## config.mk

```make
export PLATFORM = sky130hd
export DESIGN_NAME = irqc_top
export DESIGN_NICKNAME = d
export VERILOG_FILES = /design/src/rtl/irqc_pkg.sv /design/src/rtl/irqc_bank.sv /design/src/rtl/irqc_rdmux.sv /design/src/rtl/irqc_top.sv
export SDC_FILE = /design/constraint.sdc
export NUM_CORES = 1
export LEC_CHECK = 0
export BUFFER_PORTS_ARGS = -buffer_cell sky130_fd_sc_hd__buf_4
export CAP_MARGIN = 0
export CORE_MARGIN = 2
export CORE_UTILIZATION = 50
export DETAILED_ROUTE_END_ITERATION = 12
export GPL_ROUTABILITY_DRIVEN = 1
export GPL_TIMING_DRIVEN = 0
export PLACE_DENSITY_LB_ADDON = 0.25
export SYNTH_ARGS = -nofsm -noshare
export SYNTH_HDL_FRONTEND = slang
export SYNTH_SLANG_ARGS = --single-unit
```

## constraint.sdc

```tcl
create_clock -name clk -period 3.2 [get_ports clk]
set_clock_uncertainty 0.2 [all_clocks]
set_input_delay 0.8 -clock clk [delete_from_list [all_inputs] [get_ports clk]]
set_output_delay 0.8 -clock clk [all_outputs]
set_load 0.01 [all_outputs]
```

## src/rtl/irqc_pkg.sv

```systemverilog
package irqc_pkg;

    localparam int N_SRC = 4;

    typedef enum logic [1:0] {
        SRC_CHAIN = 2'd0,
        SRC_NODE  = 2'd1,
        SRC_ERRA  = 2'd2,
        SRC_ERRB  = 2'd3
    } src_e;

    localparam logic [11:0] SUMMARY_OFS = 12'h000;

    function automatic logic [11:0] stat_ofs(input int s);
        return 12'h004 + 12'(4 * s);
    endfunction

    function automatic logic [11:0] mask_ofs(input int s);
        return 12'h018 + 12'(4 * s);
    endfunction

    function automatic logic [11:0] raw_ofs(input int s);
        return 12'h600 + 12'(8 * s);
    endfunction

endpackage

```

## src/rtl/irqc_bank.sv

```systemverilog
module irqc_bank #(
    parameter int N_CH = 16
) (
    input  logic            clk,
    input  logic            rst_n,
    input  logic [N_CH-1:0] evt,
    input  logic            clr_en,
    input  logic [N_CH-1:0] clr_bits,
    input  logic            mask_en,
    input  logic [N_CH-1:0] mask_bits,
    output logic [N_CH-1:0] raw,
    output logic [N_CH-1:0] mask,
    output logic [N_CH-1:0] stat
);

    logic [N_CH-1:0] clr_eff;

    assign clr_eff = clr_en ? clr_bits : '0;

    always_ff @(posedge clk or negedge rst_n) begin
        if (!rst_n) begin
            raw  <= '0;
            mask <= '0;
        end else begin
            raw <= (raw & ~clr_eff) | evt;
            if (mask_en) begin
                mask <= mask_bits;
            end
        end
    end

    assign stat = raw & mask;

endmodule

```

## src/rtl/irqc_rdmux.sv

```systemverilog
module irqc_rdmux
    import irqc_pkg::*;
#(
    parameter int N_CH   = 16,
    parameter int ADDR_W = 12,
    parameter int DATA_W = 32
) (
    input  logic                        rd,
    input  logic [ADDR_W-1:0]           addr,
    input  logic [N_SRC-1:0][N_CH-1:0]  raw,
    input  logic [N_SRC-1:0][N_CH-1:0]  mask,
    input  logic [N_SRC-1:0][N_CH-1:0]  stat,
    input  logic [N_CH-1:0]             summary,
    output logic [DATA_W-1:0]           rdata
);

    always_comb begin
        rdata = '0;
        if (rd) begin
            if (addr == ADDR_W'(SUMMARY_OFS)) begin
                rdata = DATA_W'(summary);
            end
            for (int s = 0; s < N_SRC; s++) begin
                if (addr == ADDR_W'(stat_ofs(s))) rdata = DATA_W'(stat[s]);
                if (addr == ADDR_W'(mask_ofs(s))) rdata = DATA_W'(mask[s]);
                if (addr == ADDR_W'(raw_ofs(s)))  rdata = DATA_W'(raw[s]);
            end
        end
    end

endmodule

```

## src/rtl/irqc_top.sv

```systemverilog
module irqc_top
    import irqc_pkg::*;
#(
    parameter int N_CH   = 16,
    parameter int ADDR_W = 12,
    parameter int DATA_W = 32
) (
    input  logic              clk,
    input  logic              rst_n,
    input  logic              reg_wr,
    input  logic              reg_rd,
    input  logic [ADDR_W-1:0] reg_addr,
    input  logic [DATA_W-1:0] reg_wdata,
    output logic [DATA_W-1:0] reg_rdata,
    input  logic [N_CH-1:0]   tc1_evt,
    input  logic [N_CH-1:0]   tc2_evt,
    input  logic [N_CH-1:0]   err1_evt,
    input  logic [N_CH-1:0]   err2_evt,
    output logic              irq
);

    logic [N_SRC-1:0][N_CH-1:0] evt_all;
    logic [N_SRC-1:0][N_CH-1:0] raw_q;
    logic [N_SRC-1:0][N_CH-1:0] mask_q;
    logic [N_SRC-1:0][N_CH-1:0] stat_w;
    logic [N_CH-1:0]            summary;

    assign evt_all[SRC_CHAIN] = tc1_evt;
    assign evt_all[SRC_NODE]  = tc2_evt;
    assign evt_all[SRC_ERRA]  = err1_evt;
    assign evt_all[SRC_ERRB]  = err2_evt;

    for (genvar s = 0; s < N_SRC; s++) begin : g_src
        logic clr_hit;
        logic mask_hit;

        assign clr_hit  = reg_wr && (reg_addr == ADDR_W'(raw_ofs(s)));
        assign mask_hit = reg_wr && (reg_addr == ADDR_W'(mask_ofs(s)));

        irqc_bank #(.N_CH(N_CH)) u_bank (
            .clk       (clk),
            .rst_n     (rst_n),
            .evt       (evt_all[s]),
            .clr_en    (clr_hit),
            .clr_bits  (reg_wdata[N_CH-1:0]),
            .mask_en   (mask_hit),
            .mask_bits (reg_wdata[N_CH-1:0]),
            .raw       (raw_q[s]),
            .mask      (mask_q[s]),
            .stat      (stat_w[s])
        );
    end

    always_comb begin
        summary = '0;
        for (int s = 0; s < N_SRC; s++) begin
            summary = summary | stat_w[s];
        end
    end

    assign irq = |summary;

    irqc_rdmux #(.N_CH(N_CH), .ADDR_W(ADDR_W), .DATA_W(DATA_W)) u_rdmux (
        .rd      (reg_rd),
        .addr    (reg_addr),
        .raw     (raw_q),
        .mask    (mask_q),
        .stat    (stat_w),
        .summary (summary),
        .rdata   (reg_rdata)
    );

endmodule

```

* Word level (Yosys, flattened, before mapping)
Cells that the tools add are included.
Widths: inputs -> output; s select.
** Cells by class
- Eq/ne operators :: 12
- Multiplexer cells :: 18
- Bitwise operators :: 19
- Reduce and logical (&&, ||, !) cells :: 10
** Operator list (count)
- $mux 16 :: 17
- $and 16x16->16 :: 8
- $or 16x16->16 :: 7
- $not 16->16 :: 4
- $eq 12x11->1 const B :: 4
- $eq 12x5->1 const B :: 3
- $mux 32 :: 1
- $eq 12x4->1 const B :: 2
- $eq 12x6->1 const B :: 2
- $reduce_or 16->1 :: 1
- $eq 12x3->1 const B :: 1
- $logic_not 12->1 :: 1
- $logic_and 1x1->1 :: 8
** Storage, ports and cells
- Register bits :: 128
- Bits of input ports :: 112
- Output and inout port bits :: 33
- Word-level logic and storage cells :: 67

* Longest topological paths before layout
Gate-level depths: netlist (run 1).
- Word-level depth :: 18
- Mapped depth :: 9
- Gate-level depth less buffers :: 7

* Hierarchy
A second synthesis (run 1) with hierarchy kept.
** Unflattened totals
- Cell total of the unflattened synthesis :: 846
- Area total of the unflattened synthesis :: 8380.5 um^2
** By module, submodules not included
- irqc_bank :: times used 4, cells an instance 100, area each 1342.5 um^2, seq. area each 800.8 um^2
- irqc_rdmux :: times used 1, cells an instance 406, area each 2687.6 um^2, seq. area each 0.0 um^2
- irqc_top :: times used 1, cells an instance 40, area each 322.8 um^2, seq. area each 0.0 um^2

* Worst setup path before layout (run 1)
Ideal clock, no wire load.
- Kind :: input to output
- Start point :: input port reg_addr[4]
- End point :: output port reg_rdata[5]
- Data arrival time :: 2.596 ns
- Data required time :: 2.200 ns
- Path slack :: -0.396 ns
- Stages :: 8
- Buffers on the path :: 2
- Path through :: or4_1 -> buf_4 -> nor3_4 -> buf_4 -> nand2_1 -> nand2_1 -> a221oi_1 -> o41ai_1
** On the way
- Word-level cells in the longest chain between the ends :: 15
- Elaborated cells between the ends (all ways) :: 27
- Classes of those cells :: eq/ne (12); mux (14); reduce/logical (1)
** RTL lines
- from (decl) :: line irqc_top.sv:12 : input logic [ADDR_W-1:0] reg_addr,
- $logic_not 12->1 :: line irqc_rdmux.sv:20 : if (addr == ADDR_W'(SUMMARY_OFS)) begin
- $mux 16 :: line irqc_rdmux.sv:20
- $mux 16 :: line irqc_rdmux.sv:24 : if (addr == ADDR_W'(stat_ofs(s))) rdata = DATA_W'(stat[s]);
- $mux 16 :: line irqc_rdmux.sv:25 : if (addr == ADDR_W'(mask_ofs(s))) rdata = DATA_W'(mask[s]);
- $mux 16 :: line irqc_rdmux.sv:26 : if (addr == ADDR_W'(raw_ofs(s))) rdata = DATA_W'(raw[s]);
- $mux 16 :: line irqc_rdmux.sv:24
- $mux 16 :: line irqc_rdmux.sv:25
- $mux 16 :: line irqc_rdmux.sv:26
- $mux 16 :: line irqc_rdmux.sv:24
- $mux 16 :: line irqc_rdmux.sv:25
- $mux 16 :: line irqc_rdmux.sv:26
- $mux 16 :: line irqc_rdmux.sv:24
- $mux 16 :: line irqc_rdmux.sv:25
- $mux 16 * :: line irqc_rdmux.sv:26
- $mux 32 * :: line irqc_rdmux.sv:19 : if (rd) begin
- to (decl) :: line irqc_top.sv:14 : output logic [DATA_W-1:0] reg_rdata,
Mark *: on every way between the ends. The rest lies on a longest branch, timed or not.

* Worst setup path in the final report (run 1)
- Start point :: input port reg_addr[0]
- End point :: output port reg_rdata[14]
The elaborated chain is that of the path after synthesis.

==> results of run 1 <==
## critical path: stages
cell	delay (ns)
buf_12	0.11
or4b_4	0.55
buf_12	0.17
nor3_4	0.25
buf_4	0.19
a32o_1	0.17
a221oi_2	0.05
o211ai_2	0.09
a21oi_2	0.07
o41ai_2	0.26
buf_4	0.18
## metrics by stage
step / TNS [ns] / hold slack, ns / std cells
after detailed placement: -36.76 / 0.308 / 1023
after CTS: -8.53 / 0.186 / 1101
final: -9.42 / 0.151 / 1119
after global placement: -36.26 / 0.298 / 1022
after global routing: -10.06 / 0.209 / 1119
after floorplan: -3.02 / 0.265 / 732
## per-layer routing
layer / wire length (µm) / GRT usage / vias up / share of wire
met1: 10500 / 0.456 / 3465 / 0.39
met4: 1520 / 0.194 / 0 / 0.056
met3: 2790 / 0.0742 / 144 / 0.10
met5: 0 / 0 / - / 0
met2: 12500 / 0.556 / 530 / 0.46
li1: - / - / 3104 / -
## path summary, 6_finish.rpt
check	from	to	slack, ns
hold reg to reg	g_src[2].u_bank.raw[9]$_DFF_PN0_	g_src[2].u_bank.raw[9]$_DFF_PN0_	0.31
setup reg to reg	g_src[0].u_bank.raw[14]$_DFF_PN0_	g_src[0].u_bank.raw[14]$_DFF_PN0_	2.05
setup / recovery	reg_addr[0]	reg_rdata[14]	-0.70
max in group asynchronous	rst_n	g_src[2].u_bank.mask[5]$_DFFE_PN0P_	1.91
min in group clk	g_src[2].u_bank.raw[9]$_DFF_PN0_	g_src[2].u_bank.raw[9]$_DFF_PN0_	0.31
hold / removal	rst_n	g_src[1].u_bank.mask[3]$_DFFE_PN0P_	0.15
## flip-flops by register name, summed over array words and instances (netlist names)
register and cells:
g_src.u_bank.mask 64, g_src.u_bank.raw 64
## timing repair
item                                    4_1_cts  5_1_grt
pin swaps                                    41       39
endpoints found under the hold margin         0        0
buffers inserted                             49       21
resized for setup                            98       46
endpoints found under the setup margin       27       17
gates cloned                                  0        1
## cells by family after synthesis
| family | after synthesis | synth area share |
|---|---|---|
| buf+inv | 69 | 0.0501 |
| simple gates | 204 | 0.144 |
| mux | 64 | 0.100 |
| other cells | 1 | 0.000523 |
| compound gates | 251 | 0.258 |
| flops | 128 | 0.446 |
## power by group
part	switching, µW	internal (µW)
clock	749	1160
sequential	4.43	1620
combinational	149	141
## cell usage after synthesis (all sizes together), types with 4 or more instances
cell type | n | share of area
nand3 | 9 | 0.0063
nor4 | 4 | 0.0061
inv | 13 | 0.0068
dfrtp | 128 | 0.45
nor2 | 20 | 0.012
a22oi | 19 | 0.020
a221oi | 23 | 0.028
a32o | 4 | 0.0056
or2 | 8 | 0.0070
a32oi | 5 | 0.0061
buf | 38 | 0.034
a21o | 71 | 0.074
a221o | 7 | 0.0098
clkbuf | 18 | 0.0094
o211ai | 9 | 0.010
mux2 | 64 | 0.10
nor3 | 21 | 0.025
nand2 | 119 | 0.063
and2 | 4 | 0.0035
o22ai | 17 | 0.015
a21oi | 39 | 0.027
o21ai | 14 | 0.0098
a22o | 27 | 0.033
## layout make-up
cell class / instances / area share
flip-flops and latches: 128 / 0.315
well taps: 180 / 0.0221
multi-input cells: 535 / 0.402
clock inverters: 13 / 0.0139
clock buffers: 18 / 0.0432
plain buffers: 51 / 0.0413
inverters: 13 / 0.00480
repair buffers: 181 / 0.158
==> impl_metrics.toml, run 1 <==
[outcome]
status = "finished with violations"
violations = "negative setup slack"

[place]
dp_worst_setup_slack_ns = -1.18
hpwlAfterDp_mm = 17.4
gp_congestion = 0.991
io_buffers = 110
dpl_cell_area_mm2 = 0.00844

[route]
firstDrtPassIters = 6
vias_per_cell = 6.47
routedWlPerCell_um = 24.4
drt-total-wl_mm = 27.3
antenna_left = 0
drt_iter0_drc = 905
drc = 0
vias = 7243

[floorplanning]
fp.dieW_um = 124
rows = 43
io_pins = 145
core_area_mm2 = 0.0139
dieArea_mm2 = 0.0153
fp.dieH_um = 124
start_util = 0.515

[worst_setup_path]
reg2reg_depth = 3
crit_required_ns = 2.20
cp_max_fo = 8
path_class = "in2out"
worstSetupEndpointType = "output pin"
cp.arrival_ns = 2.90
critPathLaunchType = "primary input"

[synthesis]
seq_area_frac_synth = 0.446
async_flop_share = 1.00
postSynthAreaPerCell_um2 = 10.0
syn_area_mm2 = 0.00717
synth_cell_types = 56
ys.flop_type = "dfrtp_1"
synth.ff_latch_count = 128
synth_edf_count = 0
synthCells = 717
synth_warnings = 0

[clock_tree]
cts_tree = "done"
clk_pin_slew_ns = 0.06
clock_latency_ns = 0.43
h-tree-depth = 4
cts_buffers = 17
cts_buffer_depth = 2
cts_hold_buffers = 0
root_buffer = "clkbuf_16"
clock_sinks = 128

[timing]
relSlewSlack = 0.382
hold_viol = 0
timing.fmax_ghz = 0.256
worst_slew_pin_slew_ns = 0.927
maxSlewViolCount = 0
min_period_ns = 3.90
setup_viol = 16
setup_ws_ns = -0.699
rsz0062_at_grt = "yes"
period_share = 1.22

[final_layout]
layout_commonest_cell = "buf_4"
ff_latch_area_mm2 = 0.00320
nFillCells = 966
multi_input_area_mm2 = 0.00409
layout_common_cells = "buf_4 (157), dfrtp_1 (128), nand2_1 (110)"
syn_to_final_growth_pct = 41.8
nets = 1039
drive_gt1_frac = 0.432
final_util = 0.730
diodes = 0
finalInstanceArea_mm2 = 0.0102

[global_routing]
antenna_found_initial = 0
grt_pass1_wl_mm = 39.4
grt_pass1_vias = 6951
grt_max_degree = 66
overflow = 0
track_usage = 0.353

[power_and_ir_drop]
p_per_area_mw_per_mm2 = 376
p_total_uw = 3820
power_leakage_uw = 0.00464
worst_ir_drop_vdd_v = 0.000507

[flow_run]
drv_cap = 0

[min_path]
hp-class = "in2async"
Note: power is estimated with default switching activity, not from simulation.
==> run 2: changes to the inputs <==
Settings changed: BUFFER_PORTS_ARGS -buffer_cell sky130_fd_sc_hd__buf_4 to default, CORE_UTILIZATION 50 to 58, DONT_BUFFER_PORTS from default to 1.
==> impl_metrics.toml, run 2 (synthesis gave the netlist of run 1 again) <==
[worst_setup_path]
cp.arrival_ns = 2.65
path_class = "in2out"
cp_max_fo = 8
crit_required_ns = 2.20
critPathLaunchType = "primary input"
worstSetupEndpointType = "output pin"

[power_and_ir_drop]
worst_ir_drop_vdd_v = 0.000440
p_per_area_mw_per_mm2 = 427
seqPwrFrac = 0.419
p_total_uw = 3880
p_clk_frac = 0.552
p_switching_uw = 811
swShare = 0.209
power_leakage_uw = 0.00401
p_comb_frac = 0.029
intPower_uw = 3070

[clock_tree]
clock_latency_ns = 0.43
cts_buffers = 17
root_buffer = "clkbuf_16"
cts_buffer_depth = 2
clock_sinks = 128
cts_tree = "done"
h-tree-depth = 4
clk_pin_slew_ns = 0.06

[floorplanning]
core_area_mm2 = 0.0121
fp.dieW_um = 115
io_pins = 145
start_util = 0.595
fp.dieH_um = 115
rows = 40
dieArea_mm2 = 0.0133

[place]
io_buffers = 0
gp_congestion = 0.999
dpl_cell_area_mm2 = 0.00757
hpwlAfterDp_mm = 16.1

[final_layout]
layout_commonest_cell = "dfrtp_1"
layout_common_cells = "dfrtp_1 (128), nand2_1 (112), a21o_1 (71)"
final_util = 0.754
top_regs = "g_src.u_bank.mask x64, g_src.u_bank.raw x64"
drive_gt1_frac = 0.337
finalInstanceArea_mm2 = 0.00909
syn_to_final_growth_pct = 26.8
nets = 916
diodes = 0

[timing]
setup_ws_ns = -0.452
relSlewSlack = 0.418
maxSlewViolCount = 0
min_period_ns = 3.65
rsz0062_at_grt = "yes"
setup_viol = 16
timing.fmax_ghz = 0.274
setup_tns_ns = -6.19
hold_viol = 128
hold_ws_ns = -0.139
period_share = 1.14
worst_slew_pin_slew_ns = 0.873

[global_routing]
grt_pass1_vias = 6809
grt_pass1_wl_mm = 37.6
antenna_found_initial = 0
track_usage = 0.385
grt_max_degree = 129
overflow = 0

[flow_run]
drv_cap = 0

[outcome]
violations = "negative hold slack, negative setup slack"
status = "finished with violations"

[route]
antenna_left = 0
routedWlPerCell_um = 26.1
drt_iter0_drc = 1191
vias = 7014
firstDrtPassIters = 6
drc = 0
vias_per_cell = 7.12
drt-total-wl_mm = 25.7

[min_path]
hp-class = "in2async"
## run 2: changes by cell type in the layout (fill, tap and decap cells not counted), sizes merged
cell | previous run | this run
clkbuf | 36 | 33
buf | 214 | 94
clkinvlp | 6 | 4
inv | 13 | 14
clkinv | 5 | 4
bufinv | 2 | 5
## run 2: power by group through the flow
stage | Sequential [µW] | Clock [µW] | Combinational (µW)
finish | 1630 | 2140 | 113
global route | 1630 | 2230 | 118
CTS | 1630 | 2150 | 102
detailed placement | 1660 | 0 | 90.0
global placement | 1660 | 0 | 89.4
floorplan | 1650 | 0 | 73.7
## run 2: path summary, 6_finish.rpt
| kind | start | end | slack (ns) | cells after the start |
|---|---|---|---|---|
| max in group asynchronous | rst_n | g_src[0].u_bank.raw[0]$_DFF_PN0_ | 2.72 | 0 |
| hold / removal | rst_n | g_src[2].u_bank.raw[15]$_DFF_PN0_ | -0.14 | 0 |
| setup / recovery | reg_addr[10] | reg_rdata[10] | -0.45 | 8 |
| setup reg to reg | g_src[2].u_bank.raw[15]$_DFF_PN0_ | g_src[2].u_bank.raw[15]$_DFF_PN0_ | 2.06 | 3 |
| min in group clk | err1_evt[7] | g_src[2].u_bank.raw[7]$_DFF_PN0_ | 0.25 | 1 |
| hold reg to reg | g_src[3].u_bank.raw[6]$_DFF_PN0_ | g_src[3].u_bank.raw[6]$_DFF_PN0_ | 0.33 | 1 |
## run 2: final cells by class
| class | instances | area [µm²] |
|---|---|---|
| sequential | 128 | 3200 |
| clock inverter | 14 | 213 |
| buffer | 54 | 450 |
| multi-input combinational | 535 | 4070 |
| timing repair buffer | 55 | 464 |
| fill | 803 | 2970 |
| clock buffer | 18 | 439 |
| inverter | 13 | 48.8 |
| tap | 168 | 210 |
## run 2: repair_timing
item                       4_1_cts  5_1_grt
hold endpoints to repair       128      128
setup buffers                   42       11
gates resized for setup         61       47
setup endpoints to repair       17       17
gates cloned                     0        2
pin swaps                       35       27
## run 2: per-layer routing
| layer | up-vias | wire [µm] | track usage |
|---|---|---|---|
| li1 | 2856 | - | - |
| met1 | 3367 | 9020 | 0.479 |
| met2 | 619 | 11600 | 0.585 |
| met4 | 0 | 1540 | 0.202 |
| met5 | - | 0 | 0 |
| met3 | 172 | 3570 | 0.146 |
## run 2: stage by stage
step / instances / worst slack [ns]
6_report: 985 / -0.452
5_1_grt: 985 / -0.506
4_1_cts: 972 / -0.368
3_5_place_dp: 900 / -0.921
3_3_place_gp: 900 / -0.885
2_1_floorplan: 732 / -0.262
## run 2: worst max-delay path: stages
cell,delay [ns]
or4_4,0.53
buf_12,0.17
nor3_4,0.28
buf_4,0.20
nand2_1,0.06
nand2_1,0.10
a2111oi_2,0.09
o41ai_2,0.42
==> run 3: changes to the inputs <==
Settings changed: CORE_ASPECT_RATIO from default to 0.6, SKIP_LAST_GASP from default to 1, SLEW_MARGIN from default to 20.
==> impl_metrics.toml, run 3 (synthesis gave the netlist of run 1 again) <==
[global_routing]
use_met1 = 0.534
antenna_found_initial = 0
grtUsageMet2 = 0.566
grt-busiest-layer = "met2"
overflow = 0
grt_max_degree = 129
grt_pass1_vias = 7059
track_usage = 0.398
grt_pass1_wl_mm = 40.0
grt_use_met3 = 0.152

[timing]
relSlewSlack = 0.310
rsz0062_at_grt = "yes"
setup_ws_ns = -0.513
min_period_ns = 3.71
timing.fmax_ghz = 0.269
worst_slew_pin_slew_ns = 1.04
maxSlewViolCount = 0
setup_viol = 17
setup_tns_ns = -6.65
hold_viol = 128
period_share = 1.16
hold_ws_ns = -0.125

[final_layout]
nets = 917
drive_gt1_frac = 0.339
stdcell_count = 983
top_regs = "g_src.u_bank.mask x64, g_src.u_bank.raw x64"
layout_commonest_cell = "dfrtp_1"
layout_common_cells = "dfrtp_1 (128), nand2_1 (106), a21o_1 (71)"
final_util = 0.750
nFillCells = 759
diodes = 0
syn_to_final_growth_pct = 26.1

[outcome]
status = "finished with violations"
violations = "negative hold slack, negative setup slack"

[route]
vias = 7101
drc = 0
drt_iter0_drc = 1076
vias_per_cell = 7.22
antenna_left = 0
routedWlPerCell_um = 27.6
firstDrtPassIters = 8
drt-total-wl_mm = 27.1

[clock_tree]
h-tree-depth = 4
clk_pin_slew_ns = 0.06
cts_buffer_depth = 2
clock_latency_ns = 0.41
clock_sinks = 128
cts_buffers = 17
root_buffer = "clkbuf_16"
cts_tree = "done"

[worst_setup_path]
cp.arrival_ns = 2.71
path_class = "in2out"
cp_max_fo = 10
critPathLaunchType = "primary input"
slowest_delay_ns = 0.54
worstPathCellList = "or4b_4 > buf_12 > nor3_4 > buf_8 > o21ai_0 > o21ai_0 > o211ai_1 > a21oi_2"
slowest_stage = "or4b_4"
worstSetupEndpointType = "output pin"
crit_top_cell = "o21ai_0"
crit_required_ns = 2.20

[power_and_ir_drop]
p_total_uw = 3670
worst_ir_drop_vdd_v = 0.000353
p_comb_frac = 0.032
intPower_uw = 2840
p_clk_frac = 0.525
p_per_area_mw_per_mm2 = 405
power_leakage_uw = 0.00395
p_switching_uw = 829
seqPwrFrac = 0.444
swShare = 0.226

[min_path]
hp-class = "in2async"

[place]
dp_worst_setup_slack_ns = -1.14
hpwlAfterDp_mm = 17.3
placed_cells = 897
io_buffers = 0
gp_congestion = 0.994

[floorplanning]
fp.dieW_um = 148
io_pins = 145
dieArea_mm2 = 0.0133
rows = 31
core_area_mm2 = 0.0121
start_util = 0.595
fp.dieH_um = 90.2

[flow_run]
drv_cap = 0
run 3: final timing paths:
check / start / endpoint / slack (ns) / cells after the start
min in group clk: err2_evt[3] / g_src[3].u_bank.raw[3]$_DFF_PN0_ / 0.27 / 1
min: rst_n / g_src[2].u_bank.mask[15]$_DFFE_PN0P_ / -0.12 / 0
min reg2reg: g_src[1].u_bank.raw[1]$_DFF_PN0_ / g_src[1].u_bank.raw[1]$_DFF_PN0_ / 0.32 / 1
max reg2reg: g_src[0].u_bank.raw[14]$_DFF_PN0_ / g_src[0].u_bank.raw[14]$_DFF_PN0_ / 2.00 / 3
max: reg_addr[2] / reg_rdata[6] / -0.51 / 8
max in group asynchronous: rst_n / g_src[3].u_bank.mask[4]$_DFFE_PN0P_ / 2.62 / 0
run 3: metal layers:
| metal | wire length, µm | vias to the layer above |
|---|---|---|
| met4 | 1710 | 0 |
| met3 | 4480 | 196 |
| met2 | 10900 | 709 |
| met5 | 0 | - |
| li1 | - | 2849 |
| met1 | 9960 | 3347 |
run 3: per-stage QoR:
step	cell area, µm²	hold slack [ns]
3_3_place_gp	7570	0.302
6_report	9050	-0.125
3_5_place_dp	7570	0.307
5_1_grt	9050	-0.135
2_1_floorplan	7360	0.265
4_1_cts	8750	-0.128
run 3: power by group through the flow:
stage,Sequential (µW),Combinational [µW],Clock [µW]
after floorplan,1650,73.7,0
after global placement,1660,90.2,0
after detailed placement,1660,92.0,0
after CTS,1630,105,1920
after global routing,1630,120,2010
final,1630,116,1920
run 3: worst max-delay path, delay by kind of cell:
kind,cells,cell delay [ns]
AO/OA/AOI/OAI,4,0.70
buffers and inverters,2,0.37
AND/OR/NAND/NOR,2,0.83
run 3: area by class of cell:
cell class,count,area (µm²),area share
clock inverter,13,138,0.0152
sequential,128,3200,0.354
inverter,13,48.8,0.00539
tap,165,206,0.0228
buffer,52,418,0.0462
timing repair buffer,58,532,0.0588
multi-input combinational,535,4060,0.449
clock buffer,19,443,0.0489
run 3: what timing repair did:
| action | 4_1_cts | 5_1_grt |
|---|---|---|
| hold endpoints to repair | 128 | 128 |
| pin swaps | 30 | 24 |
| setup endpoints to repair | 16 | 17 |
| resized for setup | 64 | 47 |
| buffers inserted | 46 | 13 |
